--- config.mk ---
export PLATFORM = sky130hd
export DESIGN_NAME = link_rx_check
export DESIGN_NICKNAME = d
export VERILOG_FILES = /design/src/rtl/link_rx_pkg.sv /design/src/rtl/link_rx_fifo.sv /design/src/rtl/link_rx_seq.sv /design/src/rtl/link_rx_pattern.sv /design/src/rtl/link_rx_check.sv
export SDC_FILE = /design/constraint.sdc
export NUM_CORES = 1
export LEC_CHECK = 0
export BUFFER_PORTS_ARGS = -buffer_cell sky130_fd_sc_hd__buf_2
export CORE_ASPECT_RATIO = 1.25
export CORE_MARGIN = 2
export CORE_UTILIZATION = 55
export DETAILED_ROUTE_END_ITERATION = 10
export PLACE_DENSITY = 0.76
export SETUP_SLACK_MARGIN = 0.3
export SLEW_MARGIN = 20
export SYNTH_ARGS = -nofsm -noshare
export SYNTH_HDL_FRONTEND = slang
export SYNTH_SLANG_ARGS = --single-unit
--- constraint.sdc ---
create_clock -name clk -period 6.8 [get_ports clk]
set_clock_uncertainty 0.2 [all_clocks]
set_input_delay 0.68 -clock clk [delete_from_list [all_inputs] [get_ports clk]]
set_output_delay 0.68 -clock clk [all_outputs]
set_load 0.005 [all_outputs]
--- src/rtl/link_rx_pkg.sv ---
package link_rx_pkg;
    typedef enum logic [1:0] {
        MODE_PASS  = 2'd0,
        MODE_WALK1 = 2'd1,
        MODE_WALK0 = 2'd2,
        MODE_RSVD  = 2'd3
    } chk_mode_e;
endpackage

--- src/rtl/link_rx_fifo.sv ---
module link_rx_fifo #(
    parameter int W     = 26,
    parameter int DEPTH = 16
) (
    input  logic         clk,
    input  logic         rst_n,
    input  logic         clr,
    input  logic         wr_en,
    input  logic [W-1:0] wr_data,
    input  logic         rd_en,
    output logic [W-1:0] rd_data,
    output logic         rd_valid,
    output logic         full
);
    localparam int AW = (DEPTH > 1) ? $clog2(DEPTH) : 1;
    localparam int CW = $clog2(DEPTH + 1);

    typedef struct packed {
        logic [AW-1:0] wr_ptr;
        logic [AW-1:0] rd_ptr;
        logic [CW-1:0] count;
    } fifo_st_t;

    fifo_st_t st_d, st_q;
    logic [W-1:0] mem [DEPTH];
    logic push, pop;

    always_comb begin
        st_d = st_q;
        push = wr_en && (st_q.count != CW'(DEPTH));
        pop  = rd_en && (st_q.count != '0);
        if (push) st_d.wr_ptr = (st_q.wr_ptr == AW'(DEPTH - 1)) ? '0 : st_q.wr_ptr + 1'b1;
        if (pop)  st_d.rd_ptr = (st_q.rd_ptr == AW'(DEPTH - 1)) ? '0 : st_q.rd_ptr + 1'b1;
        st_d.count = st_q.count + CW'(push) - CW'(pop);
        if (clr) st_d = '0;
    end

    always_ff @(posedge clk or negedge rst_n) begin
        if (!rst_n) st_q <= '0;
        else        st_q <= st_d;
    end

    always_ff @(posedge clk) begin
        if (push) mem[st_q.wr_ptr] <= wr_data;
    end

    assign rd_data  = mem[st_q.rd_ptr];
    assign rd_valid = (st_q.count != '0);
    assign full     = (st_q.count == CW'(DEPTH));

    // capture control must never push into a full store
    a_r4_push_not_full: assert property (@(posedge clk) disable iff (!rst_n)
        wr_en |-> !full);
    // occupancy never exceeds the storage depth
    a_r3_count_bound: assert property (@(posedge clk) disable iff (!rst_n)
        st_q.count <= CW'(DEPTH));
endmodule

--- src/rtl/link_rx_seq.sv ---
module link_rx_seq #(
    parameter int W = 26
) (
    input  logic              clk,
    input  logic              rst_n,
    input  logic              clr,
    input  logic              bc0,
    output logic              word_vld,
    output logic [$clog2(W)-1:0] idx
);
    localparam int IW = $clog2(W);

    typedef struct packed {
        logic          active;
        logic [IW-1:0] pos;
    } seq_st_t;

    seq_st_t st_d, st_q;

    always_comb begin
        st_d     = st_q;
        word_vld = bc0 || st_q.active;
        idx      = bc0 ? '0 : st_q.pos;
        st_d.active = st_q.active || bc0;
        if (word_vld) st_d.pos = (idx == IW'(W - 1)) ? '0 : idx + 1'b1;
        if (clr) st_d = '0;
    end

    always_ff @(posedge clk or negedge rst_n) begin
        if (!rst_n) st_q <= '0;
        else        st_q <= st_d;
    end

    // a marker always restarts the index, so the next word is index 1
    a_r11_marker_restarts: assert property (@(posedge clk) disable iff (!rst_n)
        (bc0 && !clr) |=> (st_q.pos == IW'(1)));
    // once started, capture stays on until a clear
    a_r2_active_sticky: assert property (@(posedge clk) disable iff (!rst_n)
        (st_q.active && !clr) |=> st_q.active);
endmodule

--- src/rtl/link_rx_pattern.sv ---
module link_rx_pattern
    import link_rx_pkg::*;
#(
    parameter int W     = 26,
    parameter int CNT_W = 16
) (
    input  logic                 clk,
    input  logic                 rst_n,
    input  logic                 clr,
    input  logic                 word_vld,
    input  logic [$clog2(W)-1:0] idx,
    input  chk_mode_e            mode,
    input  logic [W-1:0]         word,
    output logic [W-1:0]         err_mask,
    output logic [CNT_W-1:0]     err_count,
    output logic [W-1:0]         stuck_mask
);
    localparam int IW = $clog2(W);
    localparam int PW = $clog2(W + 1);

    typedef struct packed {
        logic [W-1:0]     mask;
        logic [CNT_W-1:0] count;
        logic [W-1:0]     stuck;
        logic [W-1:0]     seen0;
        logic [W-1:0]     seen1;
    } chk_st_t;

    chk_st_t st_d, st_q;
    logic [W-1:0]   expect_w, mism, base0, base1;
    logic [PW-1:0]  n_bad;
    logic [CNT_W:0] sum;
    logic           checking;

    function automatic logic [PW-1:0] ones(input logic [W-1:0] v);
        logic [PW-1:0] c = '0;
        for (int i = 0; i < W; i++) c = c + PW'(v[i]);
        return c;
    endfunction

    always_comb begin
        st_d     = st_q;
        checking = word_vld && (mode == MODE_WALK1 || mode == MODE_WALK0);
        expect_w = W'(1) << idx;
        if (mode == MODE_WALK0) expect_w = ~expect_w;
        mism  = checking ? (word ^ expect_w) : '0;
        n_bad = ones(mism);
        sum   = {1'b0, st_q.count} + (CNT_W + 1)'(n_bad);
        if (checking) begin
            st_d.mask  = st_q.mask | mism;
            st_d.count = sum[CNT_W] ? {CNT_W{1'b1}} : sum[CNT_W-1:0];
            base0 = (idx == '0) ? '0 : st_q.seen0;
            base1 = (idx == '0) ? '0 : st_q.seen1;
            st_d.seen0 = base0 | ~word;
            st_d.seen1 = base1 | word;
            if (idx == IW'(W - 1))
                st_d.stuck = st_q.stuck | ~(st_d.seen0 & st_d.seen1);
        end else begin
            base0 = st_q.seen0;
            base1 = st_q.seen1;
        end
        if (clr) st_d = '0;
    end

    always_ff @(posedge clk or negedge rst_n) begin
        if (!rst_n) st_q <= '0;
        else        st_q <= st_d;
    end

    assign err_mask   = st_q.mask;
    assign err_count  = st_q.count;
    assign stuck_mask = st_q.stuck;

    // error mask bits never fall without a clear
    a_r6_mask_sticky: assert property (@(posedge clk) disable iff (!rst_n)
        !clr |=> ((st_q.mask & $past(st_q.mask)) == $past(st_q.mask)));
    // the counter never decreases without a clear
    a_r8_count_monotonic: assert property (@(posedge clk) disable iff (!rst_n)
        !clr |=> (st_q.count >= $past(st_q.count)));
    // passthrough leaves the checker results untouched
    a_r10_pass_quiet: assert property (@(posedge clk) disable iff (!rst_n)
        (!clr && mode != MODE_WALK1 && mode != MODE_WALK0) |=>
        (st_q.count == $past(st_q.count) && st_q.stuck == $past(st_q.stuck)));
    // stuck flags change only on the last word of a cycle
    a_r9_stuck_at_cycle_end: assert property (@(posedge clk) disable iff (!rst_n)
        (!clr && !(word_vld && idx == IW'(W - 1))) |=> $stable(st_q.stuck));
endmodule

--- src/rtl/link_rx_check.sv ---
module link_rx_check
    import link_rx_pkg::*;
#(
    parameter int W_DATA     = 26,
    parameter int FIFO_DEPTH = 16,
    parameter int CNT_W      = 16
) (
    input  logic              clk,
    input  logic              rst_n,
    input  logic              soft_clr,
    input  logic [W_DATA-1:0] rx_word,
    input  logic              rx_bc0,
    input  logic [W_DATA-1:0] cfg_invert,
    input  logic [1:0]        cfg_mode,
    input  logic              rd_en,
    output logic [W_DATA-1:0] rd_data,
    output logic              rd_valid,
    output logic              overflow,
    output logic [CNT_W-1:0]  err_count,
    output logic [W_DATA-1:0] err_mask,
    output logic [W_DATA-1:0] stuck_mask
);
    localparam int IW = $clog2(W_DATA);

    typedef struct packed {
        logic ovf;
    } top_st_t;

    top_st_t st_d, st_q;
    logic [W_DATA-1:0] fixed_w;
    logic              word_vld, fifo_full, wr_req, fifo_wr;
    logic [IW-1:0]     idx;

    assign fixed_w = rx_word ^ cfg_invert;

    link_rx_seq #(.W(W_DATA)) u_seq (
        .clk(clk), .rst_n(rst_n), .clr(soft_clr), .bc0(rx_bc0),
        .word_vld(word_vld), .idx(idx)
    );

    always_comb begin
        st_d    = st_q;
        wr_req  = word_vld && !st_q.ovf;
        fifo_wr = wr_req && !fifo_full && !soft_clr;
        if (wr_req && fifo_full) st_d.ovf = 1'b1;
        if (soft_clr) st_d = '0;
    end

    always_ff @(posedge clk or negedge rst_n) begin
        if (!rst_n) st_q <= '0;
        else        st_q <= st_d;
    end

    link_rx_fifo #(.W(W_DATA), .DEPTH(FIFO_DEPTH)) u_fifo (
        .clk(clk), .rst_n(rst_n), .clr(soft_clr),
        .wr_en(fifo_wr), .wr_data(fixed_w),
        .rd_en(rd_en), .rd_data(rd_data), .rd_valid(rd_valid), .full(fifo_full)
    );

    link_rx_pattern #(.W(W_DATA), .CNT_W(CNT_W)) u_pat (
        .clk(clk), .rst_n(rst_n), .clr(soft_clr),
        .word_vld(word_vld), .idx(idx), .mode(chk_mode_e'(cfg_mode)),
        .word(fixed_w),
        .err_mask(err_mask), .err_count(err_count), .stuck_mask(stuck_mask)
    );

    assign overflow = st_q.ovf;

    // overflow holds until a soft clear
    a_r4_overflow_sticky: assert property (@(posedge clk) disable iff (!rst_n)
        (st_q.ovf && !soft_clr) |=> st_q.ovf);
    // nothing is stored once overflow is flagged
    a_r4_no_store_after_ovf: assert property (@(posedge clk) disable iff (!rst_n)
        st_q.ovf |-> !fifo_wr);
    // a soft clear leaves an empty, error-free block
    a_r5_clear_result: assert property (@(posedge clk) disable iff (!rst_n)
        soft_clr |=> (!overflow && !rd_valid && err_count == '0 && stuck_mask == '0));
endmodule

==> PnR_summary.wiki, run 1 <==
{| class="wikitable"
! Metric !! Value
|-
| Sum of negative setup slack || 0 ns
|-
| Area of the core || between 40,000 and 50,000 um2
|-
| Number of top-level pins || roughly 160
|-
| Total routing resource utilization after global routing || 0.253
|-
| Number of inserted diodes || 0
|-
| Antenna-violating nets left || 0
|-
| TritonCTS buffer count || 52
|-
| Most instantiated flip-flop cell in the synthesis netlist || edfxtp_1
|-
| Yosys Warn Count || 0
|-
| Worst path required time || 7.10 ns
|-
| Leakage dissipation || 10.2 nW
|-
| Number of iterations in the first detailed-routing pass || 5
|-
| Via count of the routed design || 13,567
|-
| Worst setup path start || u_seq.st_q[1]
|-
| Total half-perimeter wirelength after legalization and detailed placement || between 30,000 and 40,000 um
|-
| H-Tree Level Count || 2
|-
| First-iteration detailed-routing DRC count || 1,311
|-
| Layout cells sized above 1 || 0.316
|-
| Via count of the first global-routing pass || 14,032
|-
| Top cell by count, worst path || fa_1
|-
| Kind of start point of the critical path || register
|-
| Relative slew slack || 0.409
|-
| Final Cycle Share || 0.957
|-
| Worst Hold Class || in2reg
|-
| Fraction of synthesized cell area taken by the top area cell type || 0.517
|-
| Layout Nets || 1,773
|-
| Final routed wire length divided by cell count || roughly 25 um
|-
| Average via count per standard cell || about 6.0
|-
| Maximum number of pins on one net before global-route repair || between 80 and 90
|-
| Num Clock Sinks || 556
|-
| Worst supply voltage drop on vdd || 0.000392 V
|-
| Die Y || between 200 and 250 um
|-
| Setup violations, final || 0
|-
| Area growth from synthesis to layout || 15.1%
|-
| Crit end category || register
|-
| Clock slew at reported path FFs || ~0.060 ns
|-
| Path type of the worst setup path || reg2reg
|-
| Result of the run || completed
|-
| Post-Synthesis Net Count || 1,607
|-
| CP max FO || 7
|-
| Std-Cell Rows || 85
|-
| Time the final worst path needs with I/O delays and setup || 6.51 ns
|-
| Number of distinct library cells after synthesis || 62
|-
| Minimum setup slack in the final design || 0.293 ns
|-
| Post-synthesis instance area || 24,100 um2
|-
| Data arrival at the endpoint of the critical path || 6.80 ns
|-
| First-pass GRT wire length || 84,800 um
|-
| Max-cap check violation count || 0
|-
| CTS Root Cell || clkbuf_16
|-
| Initial standard-cell utilization of the core || 0.559
|-
| EDFF count, synth || 416
|-
| Global-route congestion overflow total || 0
|-
| Total die area || 45,600 um2
|-
| TritonCTS clock tree || built
|-
| Die Width || ~190 um
|-
| Unrepaired setup endpoints after global routing || yes
|-
| Timing-limited maximum frequency || 154 MHz
|-
| Overall routed net length || 56,700 um
|-
| Most common cell after layout, fill and taps aside || edfxtp_1
|-
| Critical register-to-register path startpoint || u_seq.st_q[1]
|-
| Peak per-stage delay on the critical path || approximately 0.61 ns
|-
| Endpoint of the most critical register-to-register path || u_pat.err_count[8]
|-
| Number of antenna violations at the first check in global routing || 0
|-
| Cell type of the slowest stage on the worst timing path || fa_1
|-
| Share of flip-flops with an asynchronous set or reset || 0.252
|-
| Cell Chain, Critical Path || nor4b_4 -> nand2_1 -> xnor2_2 -> nor2_2 -> ha_1 -> fa_1 -> inv_1 -> fa_1 -> fa_1 -> fa_1 -> fa_1 -> fa_2 -> fa_2 -> xnor2_1 -> ha_1 -> nor2b_4 -> o21ai_4 -> nand2_4 -> a311o_1 -> o21ai_1
|-
| Slew at the pin closest to its max-slew limit || 0.886 ns
|-
| End-of-flow core utilization || 0.644
|-
| Area contributors post-synth || edfxtp_1 (52%), dfrtp_1 (15%), mux4_2 (12%)
|-
| Power per cell area || 325 nW/um2
|-
| #FFs+latches synth || ~560
|-
| Final count of pins violating max slew || 0
|-
| Worst-case clock buffer depth || 3
|-
| Leading cell types in the layout, fill and taps excluded || edfxtp_1 (416), buf_2 (153), dfrtp_1 (132)
|-
| Number of buffers inserted by port buffering || 154
|-
| Synthesized area per cell || 16.1 um2
|-
| Final hold violations || 0
|-
| Final hold slack || 0.268 ns
|-
| Post-synthesis instance total || 1,502
|-
| Cell taking the most area after synthesis || edfxtp_1
|-
| Register-to-register setup slack || 0.29 ns
|-
| Clock latency reported for the late side of the worst-skew pair || 0.57 ns
|-
| CP Capture Point || u_pat.err_count[8]
|-
| Remaining DRCs || 0
|-
| Total power || 9.04 mW
|-
| Sequential cell area fraction in the yosys report || 0.662
|-
| FF-to-FF path depth || 20
|-
| Place WS || -0.134 ns
|-
| Routability-driven placement congestion ratio || 0.872
|}
power by group:
part           switching (mW)  internal, mW  total (mW)
clock                    1.24          1.70        2.93
sequential              0.105          3.83        3.94
combinational            1.11          1.06        2.17
total                    2.45          6.59        9.04
critical path: cells and delay by family, from the launching register on:
family          cells  cell delay, ns
buf+inv             1            0.05
xor+xnor            2            0.30
flops               1            0.48
fa+ha+maj           9            3.93
simple gates        5            0.78
compound gates      3            0.68
layer usage:
metal	track usage	share of wire	wire length [um]
met4	0.0858	0.035	1970
met2	0.431	0.51	29100
met1	0.331	0.38	21600
met3	0.0412	0.071	4000
met5	0	0	0
registers in the layout (all words and copies together), names as in the netlist:
signal / cells
u_pat.err_count: 16
u_fifo.mem: 416
u_pat.err_mask: 26
u_pat.stuck_mask: 26
u_pat.st_q: 52
overflow: 1
u_seq.st_q: 6
u_fifo.st_q: 13
synth_stat cells, types with 3 or more instances:
cell and instances:
nor4b_1 3, nor4bb_1 3, buf_4 68, a211oi_1 3, nand3_1 10, xor2_1 41
o211ai_1 4, and3_1 3, a22o_1 17, o21ai_1 52, ha_1 25, a21oi_1 66
buf_2 31, nor2b_1 7, o21ai_0 24, nor3_1 8, a21o_1 4, nand4_1 3
nand2b_1 3, xnor2_1 50, and2_1 10, fa_1 21, inv_1 75, buf_8 3
o21a_1 4, mux2i_1 27, nor2_1 59, clkbuf_1 34, dfrtp_1 140, nand3b_1 3
a311oi_1 3, edfxtp_1 416, nand2_1 111, mux4_2 130, and4_1 3, buf_1 3
per-stage QoR:
stage | std cells | cell area (um2)
after detailed placement | 2168 | 25700
after floorplan | 1502 | 24400
final | 2275 | 27800
after global routing | 2275 | 27800
after CTS | 2266 | 27500
after global placement | 2168 | 25700
cell type report:
| type | count | area, um2 |
|---|---|---|
| tap | 565 | 707 |
| fill | 2927 | 15400 |
| clock inverter | 28 | 307 |
| multi-input combinational | 729 | 7470 |
| inverter | 77 | 289 |
| timing repair buffer | 252 | 1590 |
| clock buffer | 68 | 1410 |
| sequential | 556 | 16000 |
what timing repair did:
item                                    in CTS  in global routing
endpoints found under the setup margin      16                 16
buffers inserted                             1                  8
hold buffers                                 1                  0
hold endpoints to repair                    34                  0
gates resized for setup                      6                 43
pin swaps                                    0                 21
how the worst min path moves through the flow:
stage / cells after the start / from / slack (ns) / to
6_report: 4 / rd_en / 0.27 / u_fifo.st_q[6]
5_1_grt: 4 / rd_en / 0.29 / u_fifo.st_q[6]
4_1_cts: 4 / rd_en / 0.25 / u_fifo.st_q[6]
3_5_place_dp: 2 / u_pat.st_q[39] / 0.27 / u_pat.st_q[39]
3_3_place_gp: 2 / u_pat.st_q[44] / 0.26 / u_pat.st_q[44]
2_1_floorplan: 0 / rst_n / 0.18 / overflow
cell families (layout without fill, tap and decap cells):
logic type	count (synthesis)	in the layout	synth area share
AOI/OAI and AO/OA	191	191	0.0459
xor gates and xnor gates	91	91	0.0330
adders and majority gates	46	46	0.0304
buffers and inverters	217	425	0.0476
DFF	556	556	0.662
muxes	158	158	0.133
and+or+nand+nor	243	243	0.0479
(Power assumes the default switching activity.)
==> run 2, diff against run 1 <==
- SETUP_SLACK_MARGIN: 0.3 -> 0.05
==> run 2 against run 1 <==
Against the previous run:
- the flow now finishes with violations (negative hold slack)
- via count rose by 0.77%
- power fell by 2.6%
- non-clock buffer count rose by 12
- register-to-register slack got worse by 0.07 ns
- global-route usage rose by 0.31 points
- largest power group unchanged
==> PnR_summary.wiki, run 2 (synthesized netlist as in run 1, its figures left out) <==
{| class="wikitable"
! Metric !! Value
|-
| Largest reg by FF count || u_fifo.mem
|-
| Slew at the pin closest to its max-slew limit || 1.11 ns
|-
| Final Cycle Share || 0.968
|-
| First-pass GRT wire length || 85,700 um
|-
| Die Width || ~190 um
|-
| Count of filler cells inserted in the layout || approximately 3,000
|-
| Max-cap check violation count || 0
|-
| Power per cell area || 320 nW/um2
|-
| Final hold violations || 25
|-
| Timing-limited maximum frequency || 152 MHz
|-
| Via count of the routed design || roughly 14,000
|-
| Num Clock Sinks || approximately 560
|-
| Die Y || 238 um
|-
| Violated checks || negative hold slack
|-
| Std-Cell Rows || 85
|-
| Kind of start point of the critical path || register
|-
| Via count of the first global-routing pass || 14,179
|-
| Worst Hold Class || in2async
|-
| Final routed wire length divided by cell count || 25.0 um
|-
| Routability-driven placement congestion ratio || 0.963
|-
| Number of iterations in the first detailed-routing pass || 6
|-
| Layout Nets || 1,782
|-
| Register-to-register setup slack || 0.22 ns
|-
| Clock slew at reported path FFs || 0.06 ns
|-
| Data arrival at the endpoint of the critical path || 6.80 ns
|-
| Maximum number of pins on one net before global-route repair || a little over 90
|-
| Total routing resource utilization after global routing || 0.256
|-
| Remaining DRCs || 0
|-
| Final count of pins violating max slew || 0
|-
| Area of the core || 43,200 um2
|-
| TritonCTS clock tree || built
|-
| Largest registers || u_fifo.mem x416, u_pat.st_q x52
|-
| Layout cells sized above 1 || 0.308
|-
| Path type of the worst setup path || reg2reg
|-
| Leading cell types in the layout, fill and taps excluded || edfxtp_1 (416), buf_2 (153), dfrtp_1 (132)
|-
| Relative slew slack || 0.254
|-
| Post-CTS Hold Buffers || 0
|-
| Total half-perimeter wirelength after legalization and detailed placement || 34,300 um
|-
| Routed metal-1 wirelength || 21,500 um
|-
| CP Capture Point || u_pat.err_count[7]
|-
| Number of antenna violations at the first check in global routing || 1
|-
| Overall routed net length || 57,100 um
|-
| Total die area || roughly 46,000 um2
|-
| CTS Root Cell || clkbuf_16
|-
| Endpoint of the most critical register-to-register path || u_pat.err_count[7]
|-
| End-of-flow core utilization || 0.638
|-
| Most common cell after layout, fill and taps aside || edfxtp_1
|-
| Result of the run || finished with violations
|-
| Instance count after placement with tap cells included || about 2,200
|-
| Time the final worst path needs with I/O delays and setup || 6.58 ns
|-
| Final hold slack || -0.0208 ns
|-
| Average via count per standard cell || 5.99
|-
| Number of buffers inserted by port buffering || 154
|-
| Number of inserted diodes || 0
|-
| Worst supply voltage drop on vdd || around 0.00026 V
|-
| Clock latency reported for the late side of the worst-skew pair || between 0.5 and 0.6 ns
|-
| Antenna-violating nets left || 0
|-
| Worst-case clock buffer depth || 3
|-
| Setup violations, final || 0
|-
| Crit end category || register
|-
| Total met3 wirelength after detailed routing || ~4500 um
|-
| Final instance count without filler cells || 2,281
|-
| Critical register-to-register path startpoint || u_seq.st_q[0]
|-
| Number of top-level pins || ~160
|-
| TritonCTS buffer count || 49
|-
| FF-to-FF path depth || 21
|-
| Worst path required time || about 7.0 ns
|-
| Leakage dissipation || 10.1 nW
|-
| H-Tree Level Count || 2
|-
| Worst setup path start || u_seq.st_q[0]
|-
| Global-route congestion overflow total || 0
|-
| Max FFs per register || 416
|-
| Unrepaired setup endpoints after global routing || yes
|-
| Area growth from synthesis to layout || 14.1%
|-
| First-iteration detailed-routing DRC count || around 1,500
|-
| CP max FO || 8
|-
| Met2 Routed Length || 29,200 um
|-
| Top routing layer used || met5
|-
| Initial standard-cell utilization of the core || 0.559
|}
==> run 2: per-layer routing <==
layer  track usage  up-vias
met5             0        -
met4        0.0923        2
met3        0.0379      123
met2         0.436      720
met1         0.336     6957
li1              -     5870
==> run 2: worst min-delay path by stage <==
stage	startpoint	end	slack, ns	depth (start not counted)
after detailed placement	u_pat.st_q[40]	u_pat.st_q[40]	0.27	2
after floorplan	rst_n	overflow	0.18	0
after global routing	rst_n	u_pat.err_mask[1]	0.04	1
final	rst_n	u_pat.err_mask[2]	-0.02	1
after CTS	rst_n	u_pat.err_count[7]	0.003	1
after global placement	u_pat.st_q[40]	u_pat.st_q[40]	0.26	2
==> run 2: area by class of cell <==
class | count | area (um2) | area share
well taps | 565 | 707 | 0.0256
clock buffers | 57 | 1290 | 0.0467
repair buffers | 264 | 1660 | 0.0603
multi-input cells | 729 | 7310 | 0.265
inverters | 77 | 289 | 0.0105
clock inverters | 33 | 305 | 0.0111
flip-flops and latches | 556 | 16000 | 0.581
==> run 2: repair_timing <==
item	4_1_cts	5_1_grt
resized for setup	0	26
endpoints found under the setup margin	0	16
setup buffers	0	4
==> run 2: power breakdown <==
| group | switching [mW] | internal, mW |
|---|---|---|
| Clock | 1.23 | 1.55 |
| Combinational | 1.05 | 1.03 |
| Sequential | 0.124 | 3.83 |
==> run 2: worst max-delay path, cell delays in order, from the launching register on <==
cell and delay, ns:
dfrtp_2 0.49, nor3_1 0.23, a21o_1 0.19, xnor2_1 0.15, nor2_2 0.06, ha_1 0.32
fa_1 0.54, inv_1 0.05, fa_1 0.52, fa_1 0.43, fa_1 0.55, fa_1 0.46
fa_2 0.40, fa_2 0.59, inv_1 0.05, ha_1 0.31, a211oi_2 0.25, o21ai_1 0.10
buf_4 0.16, nand3_1 0.13, xor2_1 0.16, o21ai_0 0.10
==> run 2: metrics by stage <==
step | hold WS (ns) | TNS [ns] | instance area, um2 | power [mW] | setup slack, ns
detailed placement | 0.270 | -2.56 | 25800 | 6.03 | -0.264
floorplan | 0.184 | 0 | 24300 | 5.41 | 0.0820
global placement | 0.265 | -0.415 | 25800 | 5.97 | -0.118
finish | -0.0208 | 0 | 27600 | 8.81 | 0.221
CTS | 0.00251 | 0 | 27400 | 8.79 | 0.140
global route | 0.0425 | -0.107 | 27600 | 9.21 | -0.0701
==> run 3, diff against run 2 <==
- RECOVER_POWER: default -> 100
==> run 3 against run 2 <==
Against the previous run:
- the flow finishes with violations (max-capacitance violations, max-slew violations)
- combinational power fell by 2%
- critical path depth did not move
- global-route usage did not move
- via count barely moved
- register-to-register slack barely moved
- hold slack improved by 0.30 ns
- setup slack got worse by 0.0048 ns
- clock-buffer cell count did not move
- maximum frequency barely moved
==> PnR_summary.wiki, run 3 (synthesized netlist as in run 1, its figures left out) <==
{| class="wikitable"
! Metric !! Value
|-
| Endpoint of the most critical register-to-register path || u_pat.err_count[7]
|-
| Setup violations, final || 0
|-
| Place WS || -0.264 ns
|-
| CP max FO || 8
|-
| Critical register-to-register path startpoint || u_seq.st_q[0]
|-
| Number of iterations in the first detailed-routing pass || 5
|-
| Combinational power share || 0.232
|-
| Sw power || 2.39 mW
|-
| Post-CTS Hold Buffers || 0
|-
| Leakage dissipation || 9.68 nW
|-
| Die Y || ~240 um
|-
| Final hold slack || 0.281 ns
|-
| Largest registers || u_fifo.mem x416, u_pat.st_q x52
|-
| Max FFs per register || approximately 420
|-
| Time the final worst path needs with I/O delays and setup || 6.58 ns
|-
| First-pass GRT wire length || 85,700 um
|-
| Routability-driven placement congestion ratio || a little under 1
|-
| Number of top-level pins || 155
|-
| Overall routed net length || ~57,000 um
|-
| Cell Chain, Critical Path || nor3_1 -> a21o_1 -> xnor2_1 -> nor2_2 -> ha_1 -> fa_1 -> inv_1 -> fa_1 -> fa_1 -> fa_1 -> fa_1 -> fa_2 -> fa_2 -> inv_1 -> ha_1 -> a211oi_2 -> o21ai_1 -> buf_4 -> nand3_1 -> xor2_1 -> o21ai_0
|-
| Std-Cell Rows || 85
|-
| Via count of the routed design || 13,675
|-
| Area growth from synthesis to layout || 12.4%
|-
| Global-route congestion overflow total || 0
|-
| Average via count per standard cell || 6.00
|-
| Worst Hold Class || reg2reg
|-
| Minimum setup slack in the final design || 0.216 ns
|-
| Timing-limited maximum frequency || around 150 MHz
|-
| Final count of pins violating max slew || 516
|-
| H-Tree Level Count || 2
|-
| Result of the run || finished with violations
|-
| Largest reg by FF count || u_fifo.mem
|-
| Cell type of the slowest stage on the worst timing path || fa_2
|-
| Number of buffers inserted by port buffering || 154
|-
| Total half-perimeter wirelength after legalization and detailed placement || 34,300 um
|-
| Total met3 wirelength after detailed routing || 4000 um
|-
| Worst supply voltage drop on vdd || 0.000258 V
|-
| Final routed wire length divided by cell count || ~25 um
|-
| Clock latency reported for the late side of the worst-skew pair || approximately 0.57 ns
|-
| TritonCTS clock tree || built
|-
| Worst-case clock buffer depth || 3
|-
| Die Width || between 150 and 200 um
|-
| Max-cap check violation count || 18
|-
| TritonCTS buffer count || 49
|-
| Leading cell types in the layout, fill and taps excluded || edfxtp_1 (416), dfrtp_1 (133), mux4_2 (130)
|-
| Total die area || 45,600 um2
|-
| Number of inserted diodes || 0
|-
| Part of the power in registers || 0.451
|-
| Peak per-stage delay on the critical path || about 0.59 ns
|-
| Register-to-register setup slack || roughly 0.22 ns
|-
| Worst path required time || 7.02 ns
|-
| Remaining DRCs || 0
|-
| Total routing resource utilization after global routing || 0.256
|-
| End-of-flow core utilization || 0.629
|-
| Path type of the worst setup path || reg2reg
|-
| Origin of the worst min-delay path || u_pat.st_q[23]
|-
| Crit end category || register
|-
| Top cell by count, worst path || fa_1
|-
| WHS Path Cells || 2
|-
| Clock slew at reported path FFs || roughly 0.060 ns
|-
| First-iteration detailed-routing DRC count || 1,479
|-
| Violated checks || max-capacitance violations, max-slew violations
|-
| Layout cells sized above 1 || 0.231
|-
| Net switching share of the total power || 0.273
|-
| CTS Root Cell || clkbuf_16
|-
| Unrepaired setup endpoints after global routing || yes
|-
| FF-to-FF path depth || 21
|-
| Slew at the pin closest to its max-slew limit || 4.89 ns
|-
| Share of power burned in the clock network || 0.317
|-
| Via count of the first global-routing pass || 14,179
|-
| Routed metal-1 wirelength || between 20,000 and 25,000 um
|-
| Top routing layer used || met5
|-
| Kind of start point of the critical path || register
|-
| Num Clock Sinks || 556
|-
| Power per cell area || ~320 nW/um2
|-
| Initial standard-cell utilization of the core || 0.559
|-
| Final Cycle Share || 0.968
|-
| Antenna-violating nets left || 0
|-
| Pint || about 6.4 mW
|-
| Sink of the worst hold path || u_pat.st_q[23]
|-
| Met2 Routed Length || slightly below 30,000 um
|-
| Relative slew slack || -2.26
|-
| Data arrival at the endpoint of the critical path || 6.81 ns
|-
| Number of antenna violations at the first check in global routing || 1
|-
| Most common cell after layout, fill and taps aside || edfxtp_1
|-
| Layout Nets || around 1,800
|-
| Area of the core || ~43,000 um2
|-
| Maximum number of pins on one net before global-route repair || a little over 90
|-
| Final hold violations || 0
|}
## run 3: layout make-up
cell class	count	area, um2
clock buffers	57	1290
clock inverters	33	305
inverters	77	289
repair buffers	264	1370
multi-input cells	729	7190
fillers	3159	16000
well taps	565	707
flip-flops and latches	556	16000
## run 3: worst max path at each step
stage / startpoint / end / slack [ns]
4_1_cts: u_seq.st_q[0] / u_pat.err_count[12] / 0.14
3_5_place_dp: cfg_mode[0] / u_pat.err_count[12] / -0.26
3_3_place_gp: cfg_mode[0] / u_pat.err_count[12] / -0.12
6_report: u_seq.st_q[0] / u_pat.err_count[7] / 0.22
2_1_floorplan: cfg_mode[0] / u_pat.err_count[15] / 0.08
5_1_grt: u_seq.st_q[0] / u_pat.err_count[7] / -0.07
## run 3: metal layers
layer  vias up  global-route usage
met4         2              0.0923
met3       123              0.0379
met1      7004               0.336
met5         -                   0
met2       672               0.436
li1       5874                   -
## run 3: what timing repair did
action | in CTS | in global routing
resized for setup | 0 | 26
endpoints found under the setup margin | 0 | 16
buffers inserted | 0 | 4
endpoints found under the hold margin | 0 | 0
## run 3: metrics by stage
stage	cells	setup TNS, ns	instance area [um2]	power, mW
global route	2281	-0.164	27100	9.17
global placement	2186	-0.415	25800	5.97
finish	2281	0	27100	8.77
detailed placement	2186	-2.56	25800	6.03
CTS	2276	0	27400	8.79
floorplan	1502	0	24300	5.41
## run 3: power by group through the flow
stage          sequential (mW)  combinational [mW]  clock [mW]
2_1_floorplan             3.94                1.47           0
3_3_place_gp              4.04                1.93           0
3_5_place_dp              4.05                1.99           0
4_1_cts                   3.98                2.01        2.80
5_1_grt                   3.97                2.27        2.93
6_report                  3.96                2.03        2.78
## run 3: worst max-delay path, delay by kind of cell, from the launching register on
| family | cells | cell delay (ns) |
|---|---|---|
| AO/OA/AOI/OAI | 4 | 0.64 |
| XOR/XNOR | 2 | 0.31 |
| adder cells (fa/ha/maj) | 9 | 4.12 |
| buffers and inverters | 3 | 0.26 |
| flip-flops | 1 | 0.49 |
| AND/OR/NAND/NOR | 3 | 0.43 |
